### src/rtl/irq_resp_pkg.sv
package irq_resp_pkg;

  localparam int DW     = 8;
  localparam int AW     = 2 * DW;
  localparam int MC_MAX = 7;
  localparam int IW     = $clog2(MC_MAX + 1);
  localparam int TW     = 3;

  typedef enum logic [2:0] {
    CY_IDLE,
    CY_FETCH,
    CY_ACK,
    CY_MRD,
    CY_MWR
  } cyc_e;

  typedef enum logic [1:0] {
    RK_NMI,
    RK_BUS,
    RK_RST,
    RK_TBL
  } kind_e;

  typedef struct packed {
    cyc_e          cyc;
    logic [TW-1:0] len;
  } step_t;

  // Machine-cycle recipe: type and length of step i for a response kind.
  function automatic step_t recipe_step(kind_e k, logic [IW-1:0] i);
    step_t s;
    s = '{CY_IDLE, '0};
    case (k)
      RK_NMI: begin
        if (i == 0)                s = '{CY_FETCH, TW'(5)};
        else if (i == 1 || i == 2) s = '{CY_MWR,   TW'(3)};
      end
      RK_BUS: begin
        if (i == 0)                s = '{CY_ACK,   TW'(2)};
      end
      RK_RST: begin
        if (i == 0)                s = '{CY_ACK,   TW'(7)};
        else if (i == 1 || i == 2) s = '{CY_MWR,   TW'(3)};
      end
      RK_TBL: begin
        if (i == 0)                s = '{CY_ACK,   TW'(7)};
        else if (i == 1 || i == 2) s = '{CY_MWR,   TW'(3)};
        else if (i == 3 || i == 4) s = '{CY_MRD,   TW'(3)};
      end
      default: s = '{CY_IDLE, '0};
    endcase
    return s;
  endfunction

  // Stack slot for push number n (1 = first push).
  function automatic logic [AW-1:0] push_addr(logic [AW-1:0] sp, logic [1:0] n);
    return sp - AW'(n);
  endfunction

  // Byte pushed in push number n: high byte first.
  function automatic logic [DW-1:0] push_byte(logic [AW-1:0] pc, logic [1:0] n);
    return (n == 2'd1) ? pc[AW-1:DW] : pc[DW-1:0];
  endfunction

  // Vector table entry address; hi_sel picks the second byte.
  function automatic logic [AW-1:0] table_addr(logic [DW-1:0] page,
                                               logic [DW-1:0] vec,
                                               logic          hi_sel);
    return {page, vec[DW-1:1], hi_sel};
  endfunction

endpackage

### src/rtl/irq_resp_arb.sv
module irq_resp_arb
  import irq_resp_pkg::*;
(
  input  logic       nmi_req,
  input  logic       int_req,
  input  logic [1:0] int_mode,
  output logic       req_any,
  output kind_e      kind
);

  always_comb begin
    req_any = nmi_req | int_req;
    if (nmi_req) begin
      kind = RK_NMI;
    end else begin
      case (int_mode)
        2'd0:    kind = RK_BUS;
        2'd1:    kind = RK_RST;
        default: kind = RK_TBL;
      endcase
    end
  end

endmodule

### src/rtl/irq_resp_steps.sv
module irq_resp_steps
  import irq_resp_pkg::*;
(
  input  logic          clk,
  input  logic          rst_n,
  input  logic          start,
  input  kind_e         kind,
  output logic          busy,
  output logic [IW-1:0] mc,
  output cyc_e          cyc,
  output logic          cyc_last,
  output logic          seq_end
);

  logic [TW-1:0] tcnt_q;
  logic [IW-1:0] mc_q;
  logic          busy_q;
  step_t         step_cur;
  step_t         step_nxt;

  always_comb begin
    step_cur = recipe_step(kind, mc_q);
    step_nxt = recipe_step(kind, mc_q + IW'(1));
    cyc_last = busy_q && (tcnt_q == step_cur.len - TW'(1));
    seq_end  = cyc_last &&
               ((step_nxt.cyc == CY_IDLE) || (mc_q == IW'(MC_MAX - 1)));
  end

  always_ff @(posedge clk) begin
    if (!rst_n) begin
      busy_q <= 1'b0;
      tcnt_q <= '0;
      mc_q   <= '0;
    end else if (start) begin
      busy_q <= 1'b1;
      tcnt_q <= '0;
      mc_q   <= '0;
    end else if (busy_q) begin
      if (seq_end) begin
        busy_q <= 1'b0;
        tcnt_q <= '0;
        mc_q   <= '0;
      end else if (cyc_last) begin
        tcnt_q <= '0;
        mc_q   <= mc_q + IW'(1);
      end else begin
        tcnt_q <= tcnt_q + TW'(1);
      end
    end
  end

  assign busy = busy_q;
  assign mc   = mc_q;
  assign cyc  = busy_q ? step_cur.cyc : CY_IDLE;

endmodule

### src/rtl/irq_resp_bus.sv
module irq_resp_bus
  import irq_resp_pkg::*;
(
  input  cyc_e          cyc,
  input  logic [IW-1:0] mc,
  input  logic [AW-1:0] pc_q,
  input  logic [AW-1:0] sp_q,
  input  logic [DW-1:0] page_q,
  input  logic [DW-1:0] vec_q,
  output logic [AW-1:0] addr,
  output logic [DW-1:0] dout,
  output logic          m1,
  output logic          mreq,
  output logic          iorq,
  output logic          rd,
  output logic          wr
);

  logic [1:0] push_n;

  always_comb begin
    push_n = (mc == IW'(1)) ? 2'd1 : 2'd2;
    addr   = '0;
    dout   = '0;
    m1     = 1'b0;
    mreq   = 1'b0;
    iorq   = 1'b0;
    rd     = 1'b0;
    wr     = 1'b0;
    case (cyc)
      CY_FETCH: begin
        addr = pc_q;
        m1   = 1'b1;
        mreq = 1'b1;
        rd   = 1'b1;
      end
      CY_ACK: begin
        addr = pc_q;
        m1   = 1'b1;
        iorq = 1'b1;
      end
      CY_MWR: begin
        addr = push_addr(sp_q, push_n);
        dout = push_byte(pc_q, push_n);
        mreq = 1'b1;
        wr   = 1'b1;
      end
      CY_MRD: begin
        addr = table_addr(page_q, vec_q, mc == IW'(4));
        mreq = 1'b1;
        rd   = 1'b1;
      end
      default: begin
        addr = '0;
      end
    endcase
  end

endmodule

### src/rtl/irq_resp_seq.sv
module irq_resp_seq
  import irq_resp_pkg::*;
#(
  parameter logic [15:0] NMI_TARGET = 16'h0066,
  parameter logic [15:0] RST_TARGET = 16'h0038
) (
  input  logic        clk,
  input  logic        rst_n,
  input  logic        nmi_req,
  input  logic        int_req,
  input  logic [1:0]  int_mode,
  input  logic [7:0]  vec_page,
  input  logic [15:0] sp_in,
  input  logic [15:0] pc_in,
  input  logic [7:0]  din,
  output logic [15:0] addr,
  output logic [7:0]  dout,
  output logic        m1,
  output logic        mreq,
  output logic        iorq,
  output logic        rd,
  output logic        wr,
  output logic [15:0] new_pc,
  output logic [15:0] new_sp,
  output logic        done
);

  logic          req_any;
  kind_e         kind_sel;
  kind_e         kind_q;
  logic [AW-1:0] pc_q;
  logic [AW-1:0] sp_q;
  logic [DW-1:0] page_q;
  logic [DW-1:0] vec_q;
  logic [DW-1:0] lo_q;
  logic [AW-1:0] new_pc_q;
  logic [AW-1:0] new_sp_q;
  logic          done_q;

  // Named internal events for the checker.
  logic          busy_w;
  logic          start_w;
  logic          seq_end_w;
  logic          cyc_last_w;
  logic [IW-1:0] mc_w;
  cyc_e          cyc_w;
  logic [1:0]    kind_bits;

  irq_resp_arb u_arb (
    .nmi_req  (nmi_req),
    .int_req  (int_req),
    .int_mode (int_mode),
    .req_any  (req_any),
    .kind     (kind_sel)
  );

  assign start_w   = req_any && !busy_w;
  assign kind_bits = kind_q;

  irq_resp_steps u_steps (
    .clk      (clk),
    .rst_n    (rst_n),
    .start    (start_w),
    .kind     (kind_q),
    .busy     (busy_w),
    .mc       (mc_w),
    .cyc      (cyc_w),
    .cyc_last (cyc_last_w),
    .seq_end  (seq_end_w)
  );

  irq_resp_bus u_bus (
    .cyc    (cyc_w),
    .mc     (mc_w),
    .pc_q   (pc_q),
    .sp_q   (sp_q),
    .page_q (page_q),
    .vec_q  (vec_q),
    .addr   (addr),
    .dout   (dout),
    .m1     (m1),
    .mreq   (mreq),
    .iorq   (iorq),
    .rd     (rd),
    .wr     (wr)
  );

  always_ff @(posedge clk) begin
    if (!rst_n) begin
      kind_q <= RK_NMI;
      pc_q   <= '0;
      sp_q   <= '0;
      page_q <= '0;
    end else if (start_w) begin
      kind_q <= kind_sel;
      pc_q   <= pc_in;
      sp_q   <= sp_in;
      page_q <= vec_page;
    end
  end

  always_ff @(posedge clk) begin
    if (!rst_n) begin
      vec_q <= '0;
      lo_q  <= '0;
    end else if (cyc_last_w) begin
      if (cyc_w == CY_ACK) vec_q <= din;
      if (cyc_w == CY_MRD && mc_w == IW'(3)) lo_q <= din;
    end
  end

  always_ff @(posedge clk) begin
    if (!rst_n) begin
      new_pc_q <= '0;
      new_sp_q <= '0;
      done_q   <= 1'b0;
    end else begin
      done_q <= seq_end_w;
      if (seq_end_w) begin
        case (kind_q)
          RK_NMI:  new_pc_q <= NMI_TARGET;
          RK_BUS:  new_pc_q <= pc_q;
          RK_RST:  new_pc_q <= RST_TARGET;
          default: new_pc_q <= {din, lo_q};
        endcase
        new_sp_q <= (kind_q == RK_BUS) ? sp_q : push_addr(sp_q, 2'd2);
      end
    end
  end

  assign new_pc = new_pc_q;
  assign new_sp = new_sp_q;
  assign done   = done_q;

endmodule

### config.mk
export PLATFORM = sky130hd
export DESIGN_NAME = irq_resp_seq
export DESIGN_NICKNAME = d
export VERILOG_FILES = /design/src/rtl/irq_resp_pkg.sv /design/src/rtl/irq_resp_arb.sv /design/src/rtl/irq_resp_steps.sv /design/src/rtl/irq_resp_bus.sv /design/src/rtl/irq_resp_seq.sv
export SDC_FILE = /design/constraint.sdc
export NUM_CORES = 1
export LEC_CHECK = 0
export CORE_ASPECT_RATIO = 0.8
export CORE_MARGIN = 2
export CORE_UTILIZATION = 51
export CTS_BUF_LIST = sky130_fd_sc_hd__clkbuf_16
export DETAILED_ROUTE_END_ITERATION = 7
export PLACE_DENSITY_LB_ADDON = 0.08
export REMOVE_ABC_BUFFERS = 1
export SLEW_MARGIN = 0
export SYNTH_ARGS = -nofsm -noshare
export SYNTH_HDL_FRONTEND = slang
export SYNTH_SLANG_ARGS = --single-unit
export TNS_END_PERCENT = 30
### constraint.sdc
create_clock -name clk -period 4 [get_ports clk]
set_input_delay 0.8 -clock clk [delete_from_list [all_inputs] [get_ports clk]]
set_output_delay 0.8 -clock clk [all_outputs]
set_load 0.1 [all_outputs]
# Yosys cells after proc, flatten, opt, wreduce, memory -nomap -nowiden
# Index checks and enable logic that the tools add are counted.
[word_totals] out_inout_bits=62 reg_bits=98 inputBits=54 wordCells=98
[classes] n_mux=37 n_eq_ne=19 addsub=5 reduce_logical=23 bitwise_logic=2
[op_table] op="$pmux W16 S3" count=2
[op_table] op="$mux W6" count=10
[op_table] op="$pmux W6 S4" count=2
[op_table] op="$mux W5" count=4
[op_table] op="$eq A3 B2 Y1 const B" count=6
[op_table] op="$mux W16" count=1
[op_table] op="$mux W8" count=2
[op_table] op="$sub A16 B2 Y16" count=1
[op_table] op="$sub A16 B2 Y16 const B" count=1
[op_table] op="$mux W3" count=5
[op_table] op="$eq A3 B3 Y1 const B" count=4
[op_table] op="$eq A3 B1 Y1 const B" count=3
[op_table] op="$logic_not A3 Y1" count=3
[op_table] op="$mux W1" count=8
[op_table] op="$add A3 B1 Y3 const B" count=2
[op_table] op="$eq A2 B1 Y1 const B" count=3
[op_table] op="$reduce_and A2 Y1" count=3
[op_table] op="$reduce_or A2 Y1" count=3
[op_table] op="$logic_or A1 B1 Y1" count=5
[op_table] op="$eq A2 B2 Y1 const B" count=2
[op_table] op="$logic_and A1 B1 Y1" count=4
[op_table] op="$logic_not A2 Y1" count=2
[op_table] op="$mux W2" count=2
[op_table] op="$pmux W2 S2" count=1
[op_table] op="7 further kinds" count=7

# Logic depth before layout (Yosys ltp)
[logic_depth] ltp_word=13 mapped_depth=14 depth_no_buf=11

# Cells and area by module
# From an unflattened synthesis, not the netlist that was laid out.
[unflattened] cells_unflattened=708 hier_area_um2=5491.5
[modules_own_cells] module="irq_resp_seq" cells_each=444 area_each_um2=3614.7 seq_area_each_um2=1821.7 n_inst=1
[modules_own_cells] module="irq_resp_bus" cells_each=164 area_each_um2=1066.0 seq_area_each_um2=0.0 n_inst=1
[modules_own_cells] module="irq_resp_steps" cells_each=95 area_each_um2=788.3 seq_area_each_um2=140.1 n_inst=1
[modules_own_cells] module="irq_resp_arb" cells_each=5 area_each_um2=22.5 seq_area_each_um2=0.0 n_inst=1

# Worst setup path after synthesis
# No wires, ideal clock.
[synth_path] path_type="reg2out" from="register u_steps.mc_q[1] (netlist: u_steps.mc[1])" to="output addr[13]" required_time_ps=3200 arrival_ps=4402 path_slack_ps=-1202 stages_incl_launch_ff=11 path_cell_list="dfxtp_1 inv_1 ha_1 nand2_1 clkinv_1 ha_1 nor2b_1 nor3_1 nand3_1 xor2_1 o21ai_0"
[synth_via] elab_chain_cells=10 word_cells_on_any_way=24 cone_classes="add/sub: 1; eq/ne: 8; mux: 11; reduce/logical: 4"
[synth_rtl] element="start: declaration" line_no="irq_resp_steps.sv:16" source="logic [IW-1:0] mc_q;"
[synth_rtl] element="start signal: assignment" line_no="irq_resp_steps.sv:45" source="mc_q <= mc_q + IW'(1);"
[synth_rtl] element="$eq A3 B2 Y1 or $eq A3 B3 Y1 (tied branches)" line_no="irq_resp_pkg.sv:48" source="else if (i == 3 || i == 4) s = '{CY_MRD, TW'(3)};"
[synth_rtl] element="$logic_or A1 B1 Y1" line_no="irq_resp_pkg.sv:48"
[synth_rtl] element="$mux W5" line_no="irq_resp_pkg.sv:48"
[synth_rtl] element="$mux W6" line_no="irq_resp_pkg.sv:47" source="else if (i == 1 || i == 2) s = '{CY_MWR, TW'(3)};"
[synth_rtl] element="$mux W6" line_no="irq_resp_pkg.sv:46" source="if (i == 0) s = '{CY_ACK, TW'(7)};"
[synth_rtl] element="$pmux W6 S4" line_no="irq_resp_pkg.sv:33" source="case (k)"
[synth_rtl] element="$mux W3" line_no="irq_resp_steps.sv:54" source="assign cyc = busy_q ? step_cur.cyc : CY_IDLE;"
[synth_rtl] element="$eq A3 B2 Y1 or $eq A3 B1 Y1 (tied branches)" line_no="irq_resp_bus.sv:30" source="case (cyc)"
[synth_rtl] element="$reduce_or A2 Y1 (no source line)"
[synth_rtl] element="$pmux W16 S3 *" line_no="irq_resp_bus.sv:30"
[synth_rtl] element="end: declaration" line_no="irq_resp_seq.sv:16" source="output logic [15:0] addr,"
# Every way passes the cells marked *; elsewhere a longest branch is shown, timed or not.

# Final worst setup path
[layout_path] from="register u_steps.mc_q[1] (netlist: u_steps.mc[1])" to="output addr[6]"
# Same word-level chain as after synthesis.

==> run metrics <==
outcome=finished, final reports clean; # DRC=0; Die X=116.4 microns; Clock Skews=0.007587 ns; Synth async-reset ratio=0%; Initial Util=52.93%; Max-slew headroom=33.13%; Post-CTS Setup Inserts=0; Max VDD drop=0.2559 mV; post-route minimum period=3.829 ns; WL final=15.48 mm; CP max FO=10; clk buf depth=2; num ports=116; filler cell count=813; final instance area=6919 sq um; path depth of the worst reg2reg path=11; Critical Path RT=3.20 ns; area fraction of the dominant cell type after synthesis=37.71%; Top FF cell, synth=dfxtp_1; crit-path max cell delay=0.47 ns; synth warn=0; flop2flop setup slack=0.49 ns; Slowest-stage cell, CP=fa_1; EDFF count, synth=0; Clk pin slew, worst setup/hold paths=0.07 ns; Worst Hold Path EP=page_q[6]$_SDFFE_PN0P_; Avg Cell Area, Syn=7.935 sq um; critical path, cell by cell=inv_1 -> ha_1 -> nand2_1 -> clkinv_2 -> ha_1 -> fa_1 -> nand2_1 -> xor2_1 -> o21ai_0 -> buf_12; RSZ-0062 raised after global routing=no; # setup viols final=0; area leader, netlist=dfxtp_1; Fmax achieved=0.2612 GHz; worst slew pin tran=0.9999 ns; vias in the first global route=4,857; delay-heaviest family, CP=adder cells; dpl cell area=6629 sq um; largest net degree at the start of global routing=62; Arrival @ worst endpoint=3.03 ns; DR iter-0 viols=410; final hold vios=0; Yosys cell types=49; routability cong.=0.8943; final antenna diode count=0; Min-Delay Path Class=flop to flop; Worst Path Buf+Inv=3; Avg WL per Cell=17.61 microns; post-synthesis cell area=5150 sq um; Worst-Skew Late Latency=0.35 ns; Via Count=4,971; Worst setup SP type=flop; hpwl dp=10.81 mm; hold path start=page_q[6]$_SDFFE_PN0P_; post-synthesis sequential area ratio=37.71%; fin. max-slew vios=0; Synth area leaders=dfxtp_1, nand2_1, mux2i_1, a21oi_1, ha_1; final hold slack=0.4542 ns; worst reg2reg path endpoint=new_pc[5]$_SDFFE_PN0P_; Clock Sinks=97; CTS Buf Count=9; Post-Syn Instances=649; first-pass GRT wire length=24.22 mm; core area=9729 sq um; part of the cycle the worst path needs=95.73%; Commonest cells post-synth=nand2_1, dfxtp_1, a21oi_1; GRT Util Overall=28.80%; die height=93.88 microns; antenna violations before repair=0; die area=10,920 sq um; WHS Path Cells=2; Crit. End Element=output pin; CTS tree=yes; nets@finish=806; DRT Pass-1 Iters=5; P per Cell Area=381.7 nW/um^2; R2R Path Start=u_steps.mc[0]$_SDFFE_PP0P_; grt ovf=0; Routed Antenna Nets=0; port bufs=115; Root Buffer=clkbuf_16; max_cap viols=0; share of layout cells above drive strength 1=11.44%; most frequent cell after synthesis=nand2_1; Yosys reg bits=97; num rows=32; Area Growth Syn to Fin=34.35%; Power, Total=0.002641 W; Leak=2.740 nW; drt via density=5.655; critical path type=flop to output pin; H-tree levels=3
## logic make-up after synthesis
| family | count (synthesis) | share of synthesized area [%] |
|---|---|---|
| AND/OR/NAND/NOR | 264 | 22.42 |
| AO/OA/AOI/OAI | 131 | 15.94 |
| flip-flops | 97 | 37.71 |
| buffers and inverters | 63 | 5.102 |
| multiplexers | 49 | 9.791 |
| XOR/XNOR | 32 | 5.734 |
| adder cells (fa/ha/maj) | 13 | 3.304 |
## worst register-to-register path, cell delays in order, from the launching register on
cell and delay [ns]:
dfxtp_1 0.34, inv_1 0.13, ha_1 0.39, nor3_2 0.13, o31ai_4 0.32, inv_1 0.09, ha_1 0.31, xor2_1 0.13
nand2_1 0.09, or3_1 0.59, nor3_4 0.64, a311oi_1 0.21
## flip-flops by register name, summed over array words and instances (netlist names)
register,flops
u_steps.mc,3
vec_q,7
new_pc,16
kind_bits,2
u_steps.tcnt_q,3
sp_q,16
u_steps.busy,1
lo_q,8
pc_q,16
page_q,8
done,1
new_sp,16
## cell type report
type | count | area [sq um] | share of cell area [%]
flip-flops and latches | 97 | 1943 | 28.08
well taps | 136 | 170.2 | 2.459
repair buffers | 130 | 1524 | 22.03
inverters | 12 | 46.29 | 0.6691
clock inverters | 6 | 62.56 | 0.9042
multi-input cells | 489 | 2948 | 42.60
clock buffers | 9 | 225.2 | 3.255
## report_power, final
part	internal, W	switching, W	leakage, nW	total (W)
logic	0.000268	0.000440	1.81	0.000708
clock network	0.000479	0.000374	0.144	0.000853
registers	0.00101	0.0000705	0.790	0.00108
## metrics by stage
| step | worst slack (ns) | util (%) | instances | setup TNS, ns |
|---|---|---|---|---|
| finish | 0.1708 | 71.12 | 879 | 0 |
| global placement | 0.4808 | 68.13 | 864 | 0 |
| CTS | 0.1759 | 71.10 | 879 | 0 |
| global route | 0.01956 | 71.12 | 879 | 0 |
| floorplan | -1.202 | - | 598 | -13.40 |
| detailed placement | 0.3692 | 68.13 | 864 | 0 |
## per-layer routing
metal | routed length [microns] | GRT usage, % | part of all wire, % | vias up
met5 | 0 | 0 | 0 | -
met4 | 278 | 8.135 | 1.8 | 0
met3 | 1224 | 6.065 | 7.9 | 33
met2 | 7295 | 47.67 | 47 | 202
met1 | 6684 | 37.90 | 43 | 2346
li1 | - | - | - | 2390
## worst max path at each step
stage / from / endpoint / slack [ns] / cells past startpoint
CTS: u_steps.mc[1]$_SDFFE_PP0P_ / addr[12] / 0.18 / 11
finish: u_steps.mc[1]$_SDFFE_PP0P_ / addr[6] / 0.17 / 10
global placement: u_steps.mc[1]$_SDFFE_PP0P_ / addr[14] / 0.48 / 11
global route: u_steps.mc[1]$_SDFFE_PP0P_ / addr[15] / 0.02 / 12
floorplan: u_steps.mc[1]$_SDFFE_PP0P_ / addr[13] / -1.20 / 10
detailed placement: u_steps.mc[1]$_SDFFE_PP0P_ / addr[14] / 0.37 / 11
## repair_timing
action | CTS | global route
endpoints found under the setup margin | 3 | 3
pin swaps | 0 | 0
resized for setup | 3 | 3
endpoints found under the hold margin | 0 | 0
hold buffers | 0 | 0
## layout by cell type (no fill, tap or decap), drive strengths merged, types with 2 or more instances in the layout
cell	netlist	layout
nand2	175	175
dfxtp	97	97
clkdlybuf4s50	0	85
a21oi	59	59
buf	14	45
mux2i	38	38
nor2	33	33
o21ai	18	18
xnor2	16	16
xor2	16	16
inv	11	13
ha	12	12
a22oi	11	11
nand3	11	11
mux2	11	11
a211oi	11	11
a31oi	10	10
nor3	10	10
clkbuf	37	9
a221o	7	7
nand4	6	6
nor4	6	6
nor2b	5	5
or3	4	4
or2	4	4
o211ai	4	4
and3	3	3
o21a	3	3
clkinv	1	3
and2	2	2
nand2b	2	2
o211a	2	2
or4	2	2
a311o	2	2
No activity file was read; power rests on OpenSTA's default activity.
